$ cat src/rtl/isa_fwd_pkg.sv
package isa_fwd_pkg;
  typedef struct packed {
    logic [3:0] top_code;
    logic [3:0] blk_en;
  } cfg_t;

  localparam logic [7:0] CFG_RST = 8'h01;

  // enable bit index per low block
  localparam int unsigned BLK_BASE = 0;
  localparam int unsigned BLK_HIGH = 1;
  localparam int unsigned BLK_VGA  = 2;
  localparam int unsigned BLK_BIOS = 3;
endpackage

$ cat src/rtl/isa_fwd_cfg_reg.sv
module isa_fwd_cfg_reg
  import isa_fwd_pkg::*;
(
  input  logic       clk_i,
  input  logic       rst_ni,
  input  logic       we_i,
  input  logic [7:0] wdata_i,
  output cfg_t       cfg_o
);
  cfg_t cfg_q;

  always_ff @(posedge clk_i or negedge rst_ni) begin
    if (!rst_ni)   cfg_q <= cfg_t'(CFG_RST);
    else if (we_i) cfg_q <= cfg_t'(wdata_i);
  end

  assign cfg_o = cfg_q;


  cfg_load_chk: assert property (@(posedge clk_i) disable iff (!rst_ni)
    we_i |=> (cfg_o == cfg_t'($past(wdata_i))));

  cfg_hold_chk: assert property (@(posedge clk_i) disable iff (!rst_ni)
    !we_i |=> $stable(cfg_o));
endmodule

$ cat src/rtl/isa_fwd_low_dec.sv
module isa_fwd_low_dec
  import isa_fwd_pkg::*;
#(
  parameter int unsigned HI_W = 8
) (
  input  logic            clk_i,
  input  logic            rst_ni,
  input  logic [HI_W-1:0] addr_hi_i,
  input  logic [3:0]      blk_en_i,
  input  logic            bios_cs_en_i,
  output logic            hit_o
);
  localparam int unsigned MB_W = HI_W - 4;

  logic [3:0] seg;  // 64 KB segment within the first MB
  logic       below_mb;

  assign seg      = addr_hi_i[3:0];
  assign below_mb = (addr_hi_i[HI_W-1:4] == '0);

  always_comb begin
    hit_o = 1'b0;
    if (below_mb) begin
      unique case (seg)
        4'h0, 4'h1, 4'h2, 4'h3,
        4'h4, 4'h5, 4'h6, 4'h7: hit_o = blk_en_i[BLK_BASE];
        4'h8, 4'h9:             hit_o = blk_en_i[BLK_HIGH];
        4'hA, 4'hB:             hit_o = blk_en_i[BLK_VGA];
        4'hE:                   hit_o = blk_en_i[BLK_BIOS] && !bios_cs_en_i;
        default:                hit_o = 1'b0;
      endcase
    end
  end


  low_gap_chk: assert property (@(posedge clk_i) disable iff (!rst_ni)
    (below_mb && (seg == 4'hC || seg == 4'hD || seg == 4'hF)) |-> !hit_o);

  low_bios_ovr_chk: assert property (@(posedge clk_i) disable iff (!rst_ni)
    (below_mb && seg == 4'hE && bios_cs_en_i) |-> !hit_o);

  low_above_chk: assert property (@(posedge clk_i) disable iff (!rst_ni)
    (addr_hi_i[HI_W-1:4] != {MB_W{1'b0}}) |-> !hit_o);
endmodule

$ cat src/rtl/isa_fwd_ext_dec.sv
module isa_fwd_ext_dec #(
  parameter int unsigned ADDR_W = 24,
  parameter int unsigned MB_SH  = 20
) (
  input  logic              clk_i,
  input  logic              rst_ni,
  input  logic [ADDR_W-1:0] addr_i,
  input  logic [3:0]        top_code_i,
  input  logic [ADDR_W-1:0] hole_base_i,
  input  logic [ADDR_W-1:0] hole_top_i,
  output logic              hit_o
);
  localparam int unsigned MB_W = ADDR_W - MB_SH;

  logic [MB_W-1:0] mb_idx;
  logic            in_win, in_hole;

  assign mb_idx  = addr_i[ADDR_W-1:MB_SH];
  // code n covers MB indices 1..n, i.e. up to ((n+1) MB) - 1 inclusive
  assign in_win  = (mb_idx != '0) && (mb_idx <= MB_W'(top_code_i));
  assign in_hole = (addr_i >= hole_base_i) && (addr_i <= hole_top_i);
  assign hit_o   = in_win && !in_hole;


  ext_code0_chk: assert property (@(posedge clk_i) disable iff (!rst_ni)
    (top_code_i == 4'h0) |-> !hit_o);

  ext_hole_chk: assert property (@(posedge clk_i) disable iff (!rst_ni)
    (addr_i >= hole_base_i && addr_i <= hole_top_i) |-> !hit_o);
endmodule

$ cat src/rtl/isa_fwd_decoder.sv
module isa_fwd_decoder
  import isa_fwd_pkg::*;
#(
  parameter int unsigned ADDR_W = 24
) (
  input  logic              clk_i,
  input  logic              rst_ni,
  input  logic              cfg_we_i,
  input  logic [7:0]        cfg_wdata_i,
  output logic [7:0]        cfg_rdata_o,
  input  logic              cyc_valid_i,
  input  logic [ADDR_W-1:0] addr_i,
  input  logic [ADDR_W-1:0] hole_base_i,
  input  logic [ADDR_W-1:0] hole_top_i,
  input  logic              bios_cs_en_i,
  output logic              fwd_o
);
  localparam int unsigned MB_SH  = 20;
  localparam int unsigned SEG_SH = 16;
  localparam int unsigned HI_W   = ADDR_W - SEG_SH;

  cfg_t cfg;
  logic low_hit, ext_hit, fwd_q;

  isa_fwd_cfg_reg u_cfg (
    .clk_i   (clk_i),
    .rst_ni  (rst_ni),
    .we_i    (cfg_we_i),
    .wdata_i (cfg_wdata_i),
    .cfg_o   (cfg)
  );

  isa_fwd_low_dec #(.HI_W(HI_W)) u_low (
    .clk_i        (clk_i),
    .rst_ni       (rst_ni),
    .addr_hi_i    (addr_i[ADDR_W-1:SEG_SH]),
    .blk_en_i     (cfg.blk_en),
    .bios_cs_en_i (bios_cs_en_i),
    .hit_o        (low_hit)
  );

  isa_fwd_ext_dec #(.ADDR_W(ADDR_W), .MB_SH(MB_SH)) u_ext (
    .clk_i       (clk_i),
    .rst_ni      (rst_ni),
    .addr_i      (addr_i),
    .top_code_i  (cfg.top_code),
    .hole_base_i (hole_base_i),
    .hole_top_i  (hole_top_i),
    .hit_o       (ext_hit)
  );

  always_ff @(posedge clk_i or negedge rst_ni) begin
    if (!rst_ni) fwd_q <= 1'b0;
    else         fwd_q <= cyc_valid_i && (low_hit || ext_hit);
  end

  assign fwd_o       = fwd_q;
  assign cfg_rdata_o = cfg;


  fwd_needs_strobe_chk: assert property (@(posedge clk_i) disable iff (!rst_ni)
    fwd_o |-> $past(cyc_valid_i));

  fwd_above_top_chk: assert property (@(posedge clk_i) disable iff (!rst_ni)
    (cyc_valid_i && addr_i[ADDR_W-1:MB_SH] > (ADDR_W-MB_SH)'(cfg.top_code)) |=> !fwd_o);

  low_ext_excl_chk: assert property (@(posedge clk_i) disable iff (!rst_ni)
    !(low_hit && ext_hit));
endmodule

$ cat config.mk
export PLATFORM = sky130hd
export DESIGN_NAME = isa_fwd_decoder
export DESIGN_NICKNAME = d
export VERILOG_FILES = /design/src/rtl/isa_fwd_pkg.sv /design/src/rtl/isa_fwd_cfg_reg.sv /design/src/rtl/isa_fwd_low_dec.sv /design/src/rtl/isa_fwd_ext_dec.sv /design/src/rtl/isa_fwd_decoder.sv
export SDC_FILE = /design/constraint.sdc
export NUM_CORES = 1
export LEC_CHECK = 0
export BUFFER_PORTS_ARGS = -buffer_cell sky130_fd_sc_hd__clkbuf_2
export CAP_MARGIN = 20
export CORE_MARGIN = 2
export CORE_UTILIZATION = 49
export CTS_CLUSTER_DIAMETER = 200
export DETAILED_ROUTE_END_ITERATION = 8
export PLACE_DENSITY = 0.95
export SYNTH_ARGS = -nofsm -noshare
export SYNTH_HDL_FRONTEND = slang
export SYNTH_SLANG_ARGS = --single-unit
export TNS_END_PERCENT = 20
$ cat constraint.sdc
create_clock -name clk_i -period 2.2 [get_ports clk_i]
set_clock_uncertainty 0.05 [all_clocks]
set_input_delay 0.44 -clock clk_i [delete_from_list [all_inputs] [get_ports clk_i]]
set_output_delay 0.44 -clock clk_i [all_outputs]
set_load 0.03 [all_outputs]
* Yosys cells after proc, flatten, opt, wreduce, memory -nomap -nowiden
Cells that the tools add are included.
Word-level totals: logic and storage cells 34, flip-flop bits (word level) 9, output and inout bits 9
Cells by class: mux-type cells 2, reductions and logical operators 14, $lt $le $gt $ge 3, eq/ne operators 12
Operator list (number):
- >= comparator 24 bit | 1
- <= comparator 24 bit | 1
- == test 4 bit, second input constant | 5
- == test 4 x 3 -> 1 bit, second input constant | 4
- == test 4 x 2 -> 1 bit, second input constant | 2
- logical NOT 4 bit | 2
- OR reduction 8 bit | 1
- logical AND 1 bit | 5
- == test 4 x 1 -> 1 bit, second input constant | 1
- <= comparator 4 bit | 1
- case mux 1 bit (4 select lines) | 1
- nonzero test 4 bit | 1
- OR reduction 2 bit | 2
- logical NOT 1 bit | 2
- logical OR 1 bit | 1
- two-way mux 1 bit | 1

* Logic depth before layout (Yosys ltp)
Gate-level depths: netlist (run 1).
depth after elaboration 6, mapped depth 9, depth with buffers taken out 9

* By module
A second synthesis (run 1) with hierarchy kept.
Second synthesis, totals: cell total of the unflattened synthesis 207, area, all modules 1741.7 µm²
By module, submodules not included:
- isa_fwd_ext_dec | instances 1, area each 1322.5 µm², cells each 182, seq. area each 0.0 µm²
- isa_fwd_cfg_reg | instances 1, area each 332.8 µm², cells each 17, seq. area each 201.4 µm²
- isa_fwd_low_dec | instances 1, area each 53.8 µm², cells each 6, seq. area each 0.0 µm²
- isa_fwd_decoder | instances 1, area each 32.5 µm², cells each 2, seq. area each 25.0 µm²

* Worst setup path after synthesis (run 1)
Ideal clock, no wire load.
path type input to register, start point input port hole_base_i[21], end point register fwd_q, in the netlist fwd_o, setup time 0.127 ns, path slack 0.297 ns, path buffers 0, cell stages on the path 7, arrival 1.725 ns, path through inv_1 > ha_1 > nand4_2 > or4_1 > o211ai_1 > o21a_1 > o21ai_1
Between the ends: cells in the longest elaborated chain, start to end 6
RTL lines:
- start: declaration | line isa_fwd_decoder.sv:13 | input logic [ADDR_W-1:0] hole_base_i,
- >= comparator 24 bit | line isa_fwd_ext_dec.sv:21 | assign in_hole = (addr_i >= hole_base_i) && (addr_i <= hole_top_i);
- logical AND 1 bit | line isa_fwd_ext_dec.sv:21
- logical NOT 1 bit | line isa_fwd_ext_dec.sv:22 | assign hit_o = in_win && !in_hole;
- logical AND 1 bit | line isa_fwd_ext_dec.sv:22
- logical OR 1 bit | line isa_fwd_decoder.sv:54 | else fwd_q <= cyc_valid_i && (low_hit || ext_hit);
- logical AND 1 bit | line isa_fwd_decoder.sv:54
- end signal: assignment | line isa_fwd_decoder.sv:54
- end: declaration | line isa_fwd_decoder.sv:23 | logic low_hit, ext_hit, fwd_q;
Every way passes these cells. A chain may end at the register's enable or synchronous reset.

* Final worst setup path (run 1)
start point input port addr_i[6], end point register fwd_q, in the netlist fwd_o
Between the ends: cells in the longest elaborated chain, start to end 6
RTL lines:
- start: declaration | line isa_fwd_decoder.sv:12 | input logic [ADDR_W-1:0] addr_i,
- >= comparator 24 bit or <= comparator 24 bit (tied branches) | line isa_fwd_ext_dec.sv:21
- logical AND 1 bit (*) | line isa_fwd_ext_dec.sv:21
- logical NOT 1 bit (*) | line isa_fwd_ext_dec.sv:22
- logical AND 1 bit (*) | line isa_fwd_ext_dec.sv:22
- logical OR 1 bit (*) | line isa_fwd_decoder.sv:54
- logical AND 1 bit (*) | line isa_fwd_decoder.sv:54
Mark *: on every way between the ends. The rest lies on a longest branch, timed or not.

==> flow_summary_export.csv, run 1 <==
group,metric,value,unit
synth,syn-mean-instance-area,7.78,sq um
timing,relSlewSlack,0.724,
critical_path,cp_num_buf_inv,1,
timing,tns,0,ns
synth,yosysUniqueCellTypes,33,
grt,antenna_found_initial,0,
clock_network,clkLatencyLatePin,0.27,ns
critical_path,cp-start-kind,"input pin",
timing,setup_viol,0,
floorplanning,io_pins,94,
critical_path,crit_fanout,2,
run_status,status,"completed",
power,power.density,325,nW/um^2
clock_network,cts_tree,"yes",
critical_path,worst_path_dominant_cell_family,"compound AO/OA/AOI/OAI gates",
timing,hold_violations,0,
layout,num_antenna_cells,0,
place,dp_hpwl,3.96,mm
timing,grt_setup_unrepaired,"no",
synth,synthFlopType,"dfrtp_1",
floorplanning,die_area,3850,sq um
critical_path,crit_slowest_cell,"ha_1",
floorplanning,die_w,62.0,um
grt,grt_pass1_wl,6.63,mm
clock_network,htreeDepth,1,
timing,worstMarginPinSlew,0.408,ns
grt,track_usage,0.230,
clock_network,cts_resized,0,
clock_network,clockBufferDepth,2,
grt,overflow,0,
grt,grt_max_degree,13,
layout,layout-drive-gt1-share,0.330,
synth,async_flop_share,1.00,
layout,fin_util,0.672,
synth,yosysTopAreaCell,"ha_1",
synth,mappedNetlistNets,349,
synth,netlist_top_cells_count,"ha_1, inv_1, a21oi_1",
grt,grt_pass1_vias,1732,
routing,firstDrtPassIters,4,
clock_network,cts.clk_slew.worst_paths,0.06,ns
timing,post-route-min-period,1.90,ns
floorplanning,die_h,62.0,um
synth,yosysWarnings,0,
synth,synth_area_leaders,"ha_1, dfrtp_1, inv_1, a21oi_1, nand2_1",
routing,drt-initial-drc-count,89,
routing,avgViaCountPerCell,5.02,
routing,ant_nets,0,
clock_network,cts_sinks,9,
synth,synth_seq_area_share,0.137,
timing,max_freq,526,MHz
critical_path,critPathRequiredTime,2.35,ns
synth,synth_top_area_frac,0.394,
routing,routedWlPerCell,12.2,um
critical_path,critical-path-max-stage-delay,0.32,ns
layout,final.fill_count,286,
critical_path,cp_common_cell,"o21ai_1",
flow_run,cap_viol_max_count,0,
layout,num-nets-final,447,
hold_path,hold_class,"input pin to register",
synth,synth_edf_count,0,
floorplanning,fp-row-count,21,
routing,routed-via-count,1781,
place,portBuffers,93,
routing,drt_wl_total,4.34,mm
timing,period_share,0.863,
timing,slew_viol_final,0,
synth,synth_seq_cells,9,
synth,syn_inst,212,
critical_path,crit_chain,"clkbuf_2, ha_1, a21o_1, a221oi_1, o21ai_1, a21oi_1, o211ai_1, o21a_1, o21ai_1",
critical_path,crit_arrival,2.05,ns
layout,multi_input_area,1220,sq um
critical_path,crit_type,"input pin to register",
clock_network,cts_made_buffers,3,
power,ir_drop,0.364,mV
layout,seq_area,226,sq um
floorplanning,core,3280,sq um
floorplanning,initial_core_util,0.502,
routing,drc,0,
layout,synthToLayoutAreaGrowth,33.7,%
place,gp_congestion,0.773,
synth,synth_area,1650,sq um
clock_network,root_buffer,"clkbuf_4",
critical_path,end_kind,"register",
power,leakage,1.40,nW
[layer usage]
metal | track usage | wire length [um] | up-vias
li1 | - | - | 935
met1 | 0.249 | 1720 | 774
met2 | 0.446 | 2330 | 58
met3 | 0.0331 | 190 | 14
met4 | 0.0790 | 99 | 0
met5 | 0 | 0 | -
[tightest hold or removal path, stage by stage]
cell,delay (ns)
clkbuf_2,0.07
nand2_1,0.04
o21ai_0,0.06
[cell usage in the layout, fill, tap and decap left out]
cell	Yosys	routed
o21a_1	1	1
a31oi_1	1	1
inv_1	52	52
o21ai_0	10	10
a21o_1	5	5
o2111ai_1	1	1
dfstp_2	1	1
dlygate4sd3_1	0	1
a21oi_1	23	23
nor2b_1	3	3
nand4_2	1	1
nor4bb_1	1	1
a211oi_1	1	1
nor3_1	2	2
clkbuf_4	0	3
o21bai_1	1	1
mux2_2	4	4
nand3_1	5	5
clkbuf_1	1	1
or4_1	1	1
and3_1	1	1
o211a_1	1	1
nand2b_1	2	2
nor2_1	3	3
nor4_1	1	1
nand3b_1	1	1
o21ai_1	3	3
o311ai_0	1	1
nand4_1	6	6
nand2_1	15	15
a221oi_1	1	1
o211ai_1	2	2
ha_1	52	52
a41o_1	1	1
dfrtp_1	8	8
clkbuf_2	0	93
[kinds of logic (layout without fill, tap and decap cells)]
logic type | after synthesis | in the layout | synth area share
and+or+nand+nor | 42 | 42 | 0.134
AOI/OAI and AO/OA | 52 | 52 | 0.187
buffers and inverters | 53 | 150 | 0.121
adders and majority gates | 52 | 52 | 0.394
muxes | 4 | 4 | 0.0273
DFF | 9 | 9 | 0.137
[final cells by class]
type / count / area share
Multi-Input combinational cell: 150 / 0.555
Timing Repair Buffer: 94 / 0.216
Sequential cell: 9 / 0.103
Inverter: 52 / 0.0885
Tap cell: 46 / 0.0261
Clock buffer: 4 / 0.0119
[report_power, final]
part	total, mW	internal, mW	leakage, nW	switching (mW)
Combinational	0.388	0.178	1.28	0.209
Sequential	0.195	0.183	0.107	0.0116
Clock	0.134	0.0703	0.0150	0.0635
[sequential cells by signal, indices dropped and copies added (netlist names)]
name,flops
fwd_o,1
u_cfg.cfg_o,8
[through the flow]
step / hold WS [ns] / instances / power [mW] / worst slack, ns / cell area (sq um)
3_5_place_dp: 0.260 / 350 / 0.582 / 0.0723 / 2170
2_1_floorplan: 0.0944 / 212 / 0.420 / 0.297 / 1650
6_report: 0.327 / 355 / 0.716 / 0.300 / 2210
3_3_place_gp: 0.255 / 350 / 0.559 / 0.136 / 2170
4_1_cts: 0.330 / 355 / 0.717 / 0.333 / 2210
5_1_grt: 0.335 / 355 / 0.783 / 0.230 / 2210
[worst paths after layout]
kind	to	cells past startpoint	start	slack, ns
hold reg to reg	u_cfg.cfg_o[4]	1	u_cfg.cfg_o[4]	0.51
setup / recovery	fwd_o	9	addr_i[6]	0.30
min in group asynchronous	u_cfg.cfg_o[5]	2	rst_ni	0.56
setup reg to reg	fwd_o	9	u_cfg.cfg_o[5]	0.52
max in group asynchronous	u_cfg.cfg_o[0]	2	rst_ni	1.28
hold / removal	u_cfg.cfg_o[6]	3	cfg_wdata_i[6]	0.33
[what timing repair did]
action                                 4_1_cts  5_1_grt
endpoints found under the hold margin        8        0
buffers inserted                             0        0
setup endpoints to repair                    0        0
hold buffers                                 1        0
Note: power is estimated with default switching activity, not from simulation.
==> run 2: changes to the inputs <==
--- a/config.mk
+++ b/config.mk
@@ -11,8 +11,9 @@
 export CORE_UTILIZATION = 49
 export CTS_CLUSTER_DIAMETER = 200
 export DETAILED_ROUTE_END_ITERATION = 8
-export PLACE_DENSITY = 0.95
+export PLACE_DENSITY = 0.94
 export SYNTH_ARGS = -nofsm -noshare
 export SYNTH_HDL_FRONTEND = slang
+export SYNTH_HIERARCHICAL = 1
 export SYNTH_SLANG_ARGS = --single-unit
 export TNS_END_PERCENT = 20
==> flow_summary_export.csv, run 2 <==
group,metric,value,unit
run_status,status,"completed",
critical_path,r2r_cells,9,
synth,syn_inst,207,
routing,routed-via-count,1808,
critical_path,cp-start-kind,"register",
synth,mappedNetlistNets,344,
timing,period_share,0.918,
clock_network,clkLatencyLatePin,0.25,ns
timing,tns,0,ns
timing,setup_viol,0,
hold_path,hold_class,"input pin to register",
floorplanning,die_w,63.6,um
place,gp_congestion,0.832,
grt,grt_pass1_vias,1907,
synth,yosysTopAreaCell,"ha_1",
critical_path,r2r-end,"fwd_o",
layout,synthToLayoutAreaGrowth,32.3,%
routing,avgViaCountPerCell,5.14,
layout,final_cell_mix,"clkbuf_2, inv_1, ha_1, a21oi_1, nand4_1",
layout,layout.cells.non_filler,352,
layout,num_antenna_cells,0,
layout,final.fill_count,300,
layout,largest_reg_flops,8,
synth,synth_seq_cells,9,
layout,stdcell_area,2300,sq um
power,power.density,325,nW/um^2
place,place_ws,0.0137,ns
critical_path,rr_startpoint,"u_cfg/cfg_o[5]",
grt,antenna_found_initial,0,
routing,ant_nets,0,
grt,track_usage,0.224,
routing,firstDrtPassIters,4,
place,portBuffers,93,
clock_network,clockBufferDepth,2,
clock_network,cts_made_buffers,3,
flow_run,cap_viol_max_count,0,
power,leakage,1.42,nW
floorplanning,core,3360,sq um
clock_network,cts_resized,0,
synth,synth_seq_area_share,0.130,
grt,overflow,0,
timing,worst_slack,0.181,ns
synth,synth_edf_count,0,
synth,synthFlopType,"dfrtp_1",
routing,routedWlPerCell,12.2,um
floorplanning,die_area,4050,sq um
floorplanning,io_pins,94,
layout,layout-drive-gt1-share,0.369,
synth,syn-mean-instance-area,8.41,sq um
layout,num-nets-final,444,
critical_path,startpoint,"u_cfg/cfg_o[5]",
grt,grt_pass1_wl,7.49,mm
timing,post-route-min-period,2.02,ns
synth,synth_area,1740,sq um
place,place_area,2270,sq um
synth,netlist_top_cells_count,"ha_1, inv_1, a21oi_1",
timing,relSlewSlack,0.753,
synth,async_flop_share,1.00,
clock_network,cts_sinks,9,
layout,fin_util,0.685,
synth,synth_top_area_frac,0.374,
power,total_power,0.748,mW
critical_path,crit_path_end,"fwd_o",
grt,grt_max_degree,10,
place,dp_hpwl,3.90,mm
critical_path,crit_fanout,3,
floorplanning,initial_core_util,0.518,
timing,grt_setup_unrepaired,"no",
routing,drt_wl_total,4.29,mm
synth,synth_area_leaders,"ha_1, dfrtp_1, inv_1, mux2_4, a21oi_1",
clock_network,root_buffer,"clkbuf_4",
synth,yosysUniqueCellTypes,32,
critical_path,critPathRequiredTime,2.35,ns
critical_path,crit_type,"register to register",
clock_network,post_cts_buffers,0,
synth,yosysWarnings,6,
timing,max_freq,495,MHz
routing,drt-initial-drc-count,64,
clock_network,cts_tree,"yes",
routing,drc,0,
critical_path,end_kind,"register",
floorplanning,fp-row-count,21,
timing,hold_violations,0,
critical_path,r2r_slack,0.18,ns
place,dp.cells,347,
timing,holdWs,0.339,ns
clock_network,hold_buffers,1,
layout,final_common_cell,"clkbuf_2",
power,ir_drop,0.393,mV
timing,slew_viol_final,0,
floorplanning,die_h,63.6,um
clock_network,cts.clk_slew.worst_paths,0.06,ns
clock_network,htreeDepth,1,
critical_path,crit_arrival,2.17,ns
timing,worstMarginPinSlew,0.368,ns
run 2: cell count changes after synthesis, sizes merged, moves of 2 or more:
cell     before  now
nand4         7   13
o21ai        13    6
nor4          1    4
a2111oi       0    2
mux2          4    9
nand2        15    6
a21boi        0    2
run 2: cells by family after synthesis:
logic type,share of synthesized area
and+or+nand+nor,0.126
muxes,0.0833
adders and majority gates,0.374
AOI/OAI and AO/OA,0.168
buffers and inverters,0.119
DFF,0.130
run 2: cell type report:
class	count	area, sq um	share of cell area
Multi-Input combinational cell	145	1310	0.568
Timing Repair Buffer	96	490	0.213
Sequential cell	9	226	0.0983
Inverter	52	195	0.0847
Tap cell	46	57.6	0.0250
Clock buffer	4	26.3	0.0114
run 2: how the worst min path moves through the flow:
stage	from	to	slack, ns	cells after the start
3_5_place_dp	rst_ni	u_cfg/cfg_o[6]	0.25	1
4_1_cts	cyc_valid_i	fwd_o	0.33	2
6_report	cyc_valid_i	fwd_o	0.34	2
5_1_grt	cyc_valid_i	fwd_o	0.34	2
2_1_floorplan	rst_ni	fwd_o	0.09	0
3_3_place_gp	rst_ni	u_cfg/cfg_o[6]	0.25	1
run 2: metal layers:
layer	global-route usage	wire (um)	vias up	share of wire
met5	0	0	-	0
li1	-	-	933	-
met4	0.0489	31	0	0.0072
met2	0.445	2300	67	0.54
met3	0.0304	291	4	0.068
met1	0.248	1670	804	0.39
run 2: worst max-delay path: stages, from the launching register on:
cell and delay (ns):
dfrtp_1 0.38, inv_1 0.06, ha_1 0.28, nor2b_1 0.14, a2111oi_2 0.33, a21oi_1 0.10, a21oi_2 0.19, a21boi_2 0.18
o2bb2ai_1 0.12, o21a_1 0.13
run 2: power by group:
group          switching (mW)  internal, mW  total, mW
clock network          0.0562        0.0698      0.126
registers              0.0158         0.185      0.201
logic                   0.217         0.204      0.422
total                   0.289         0.459      0.748
==> run 3: changes to the inputs <==
--- a/config.mk
+++ b/config.mk
@@ -8,10 +8,10 @@
 export BUFFER_PORTS_ARGS = -buffer_cell sky130_fd_sc_hd__clkbuf_2
 export CAP_MARGIN = 20
 export CORE_MARGIN = 2
-export CORE_UTILIZATION = 49
+export CORE_UTILIZATION = 23
 export CTS_CLUSTER_DIAMETER = 200
 export DETAILED_ROUTE_END_ITERATION = 8
-export PLACE_DENSITY = 0.94
+export PLACE_DENSITY = 0.54
 export SYNTH_ARGS = -nofsm -noshare
 export SYNTH_HDL_FRONTEND = slang
 export SYNTH_HIERARCHICAL = 1
==> flow_summary_export.csv, run 3 (same netlist as run 2, synthesis figures left out) <==
group,metric,value,unit
timing,relSlewSlack,0.783,
hold_path,hold_class,"input pin to async pin",
layout,final_cell_mix,"clkbuf_2, inv_1, ha_1, a21oi_1, buf_4",
critical_path,worst-path-stages,9,
clock_network,clkLatencyLatePin,0.23,ns
critical_path,crit_chain,"inv_1, ha_1, nor2b_1, a2111oi_2, a21oi_1, a21oi_2, a21boi_2, o2bb2ai_1, o21a_1",
clock_network,cts_sinks,9,
critical_path,crit_fanout,3,
floorplanning,io_pins,94,
routing,wl_met1,2.18,mm
critical_path,end_kind,"register",
power,power.density,336,nW/um^2
layout,num-nets-final,456,
critical_path,r2r_cells,9,
timing,worstMarginPinSlew,0.322,ns
layout,num_antenna_cells,0,
timing,setup_viol,0,
timing,post-route-min-period,2.04,ns
clock_network,root_buffer,"clkbuf_8",
floorplanning,fp-row-count,31,
timing,period_share,0.928,
routing,wl_met3,238,um
timing,worst_slack,0.158,ns
floorplanning,core,7290,sq um
layout,multi_input_area,1310,sq um
timing,max_freq,490,MHz
routing,firstDrtPassIters,4,
routing,drt-initial-drc-count,25,
routing,ant_nets,0,
run_status,status,"completed",
grt,track_usage,0.114,
layout,final_common_cell,"clkbuf_2",
layout,layout-drive-gt1-share,0.396,
clock_network,cts_made_buffers,3,
place,place_area,2430,sq um
timing,grt_setup_unrepaired,"no",
critical_path,crit_slowest_cell,"dfrtp_1",
layout,fin_util,0.340,
flow_run,cap_viol_max_count,0,
clock_network,cts_resized,0,
place,gp_congestion,0.751,
floorplanning,initial_core_util,0.239,
clock_network,cts_tree,"yes",
layout,seq_area,226,sq um
power,ir_drop,0.270,mV
critical_path,r2r-end,"fwd_o",
power,leakage,1.49,nW
layout,synthToLayoutAreaGrowth,42.2,%
routing,drc,0,
grt,antenna_found_initial,0,
layout,stdcell_area,2480,sq um
layout,largest_reg_flops,8,
critical_path,cp_num_buf_inv,1,
clock_network,cts.clk_slew.worst_paths,0.05,ns
clock_network,hold_buffers,0,
routing,routed.top_layer,"met4",
timing,holdWs,0.0120,ns
routing,drt_wl_total,4.66,mm
critical_path,critical-path-max-stage-delay,0.39,ns
floorplanning,die_area,8280,sq um
critical_path,crit_arrival,2.16,ns
timing,hold_violations,0,
place,dp.cells,413,
grt,grt_pass1_wl,7.77,mm
layout,layout.cells.non_filler,417,
timing,slew_viol_final,0,
critical_path,r2r_slack,0.16,ns
routing,routed-via-count,1758,
critical_path,cp-start-kind,"register",
grt,overflow,0,
place,place_ws,-0.0220,ns
critical_path,worst_path_dominant_cell_family,"compound AO/OA/AOI/OAI gates",
layout,final.fill_count,814,
critical_path,critPathRequiredTime,2.32,ns
clock_network,post_cts_buffers,0,
routing,routedWlPerCell,11.2,um
place,portBuffers,93,
clock_network,htreeDepth,1,
floorplanning,die_w,91.0,um
clock_network,clockBufferDepth,2,
critical_path,crit_type,"register to register",
place,dp_hpwl,4.42,mm
floorplanning,die_h,91.0,um
routing,avgViaCountPerCell,4.22,
grt,grt_max_degree,10,
routing,wl_met2,2.21,mm
grt,grt_pass1_vias,1769,
critical_path,rr_startpoint,"u_cfg/cfg_o[5]",
[run 3: area by class of cell]
cell class | instances | share of cell area
clock buffer | 4 | 0.0182
multi-input combinational | 145 | 0.528
sequential | 9 | 0.0914
inverter | 52 | 0.0788
timing repair buffer | 108 | 0.233
tap | 99 | 0.0500
[run 3: per-stage QoR]
| step | setup TNS, ns | total power, mW |
|---|---|---|
| after floorplan | 0 | 0.456 |
| after global placement | 0 | 0.636 |
| after detailed placement | -0.0220 | 0.646 |
| after CTS | 0 | 0.846 |
| after global routing | 0 | 0.915 |
| final | 0 | 0.832 |
[run 3: layer usage]
metal | up-vias | GRT usage
met5 | - | 0
met4 | 0 | 0.0227
met3 | 2 | 0.0158
met2 | 51 | 0.194
met1 | 747 | 0.152
li1 | 958 | -
[run 3: worst register-to-register path: cells and delay by family (launching register included)]
kind                       cells  cell delay [ns]
AOI/OAI and AO/OA              6             1.05
adders and majority gates      1             0.28
buffers and inverters          1             0.06
DFF                            1             0.39
and+or+nand+nor                1             0.15
[run 3: worst max path at each step]
stage / start / end / slack, ns
2_1_floorplan: u_cfg/cfg_o[5] / fwd_o / 0.18
3_3_place_gp: addr_i[23] / fwd_o / 0.02
3_5_place_dp: addr_i[23] / fwd_o / -0.02
4_1_cts: u_cfg/cfg_o[5] / fwd_o / 0.15
5_1_grt: u_cfg/cfg_o[5] / fwd_o / 0.02
6_report: u_cfg/cfg_o[5] / fwd_o / 0.16
[run 3: power by group]
part	leakage, nW	internal (mW)	switching (mW)
combinational	1.36	0.218	0.219
sequential	0.105	0.185	0.0155
clock	0.0228	0.127	0.0679
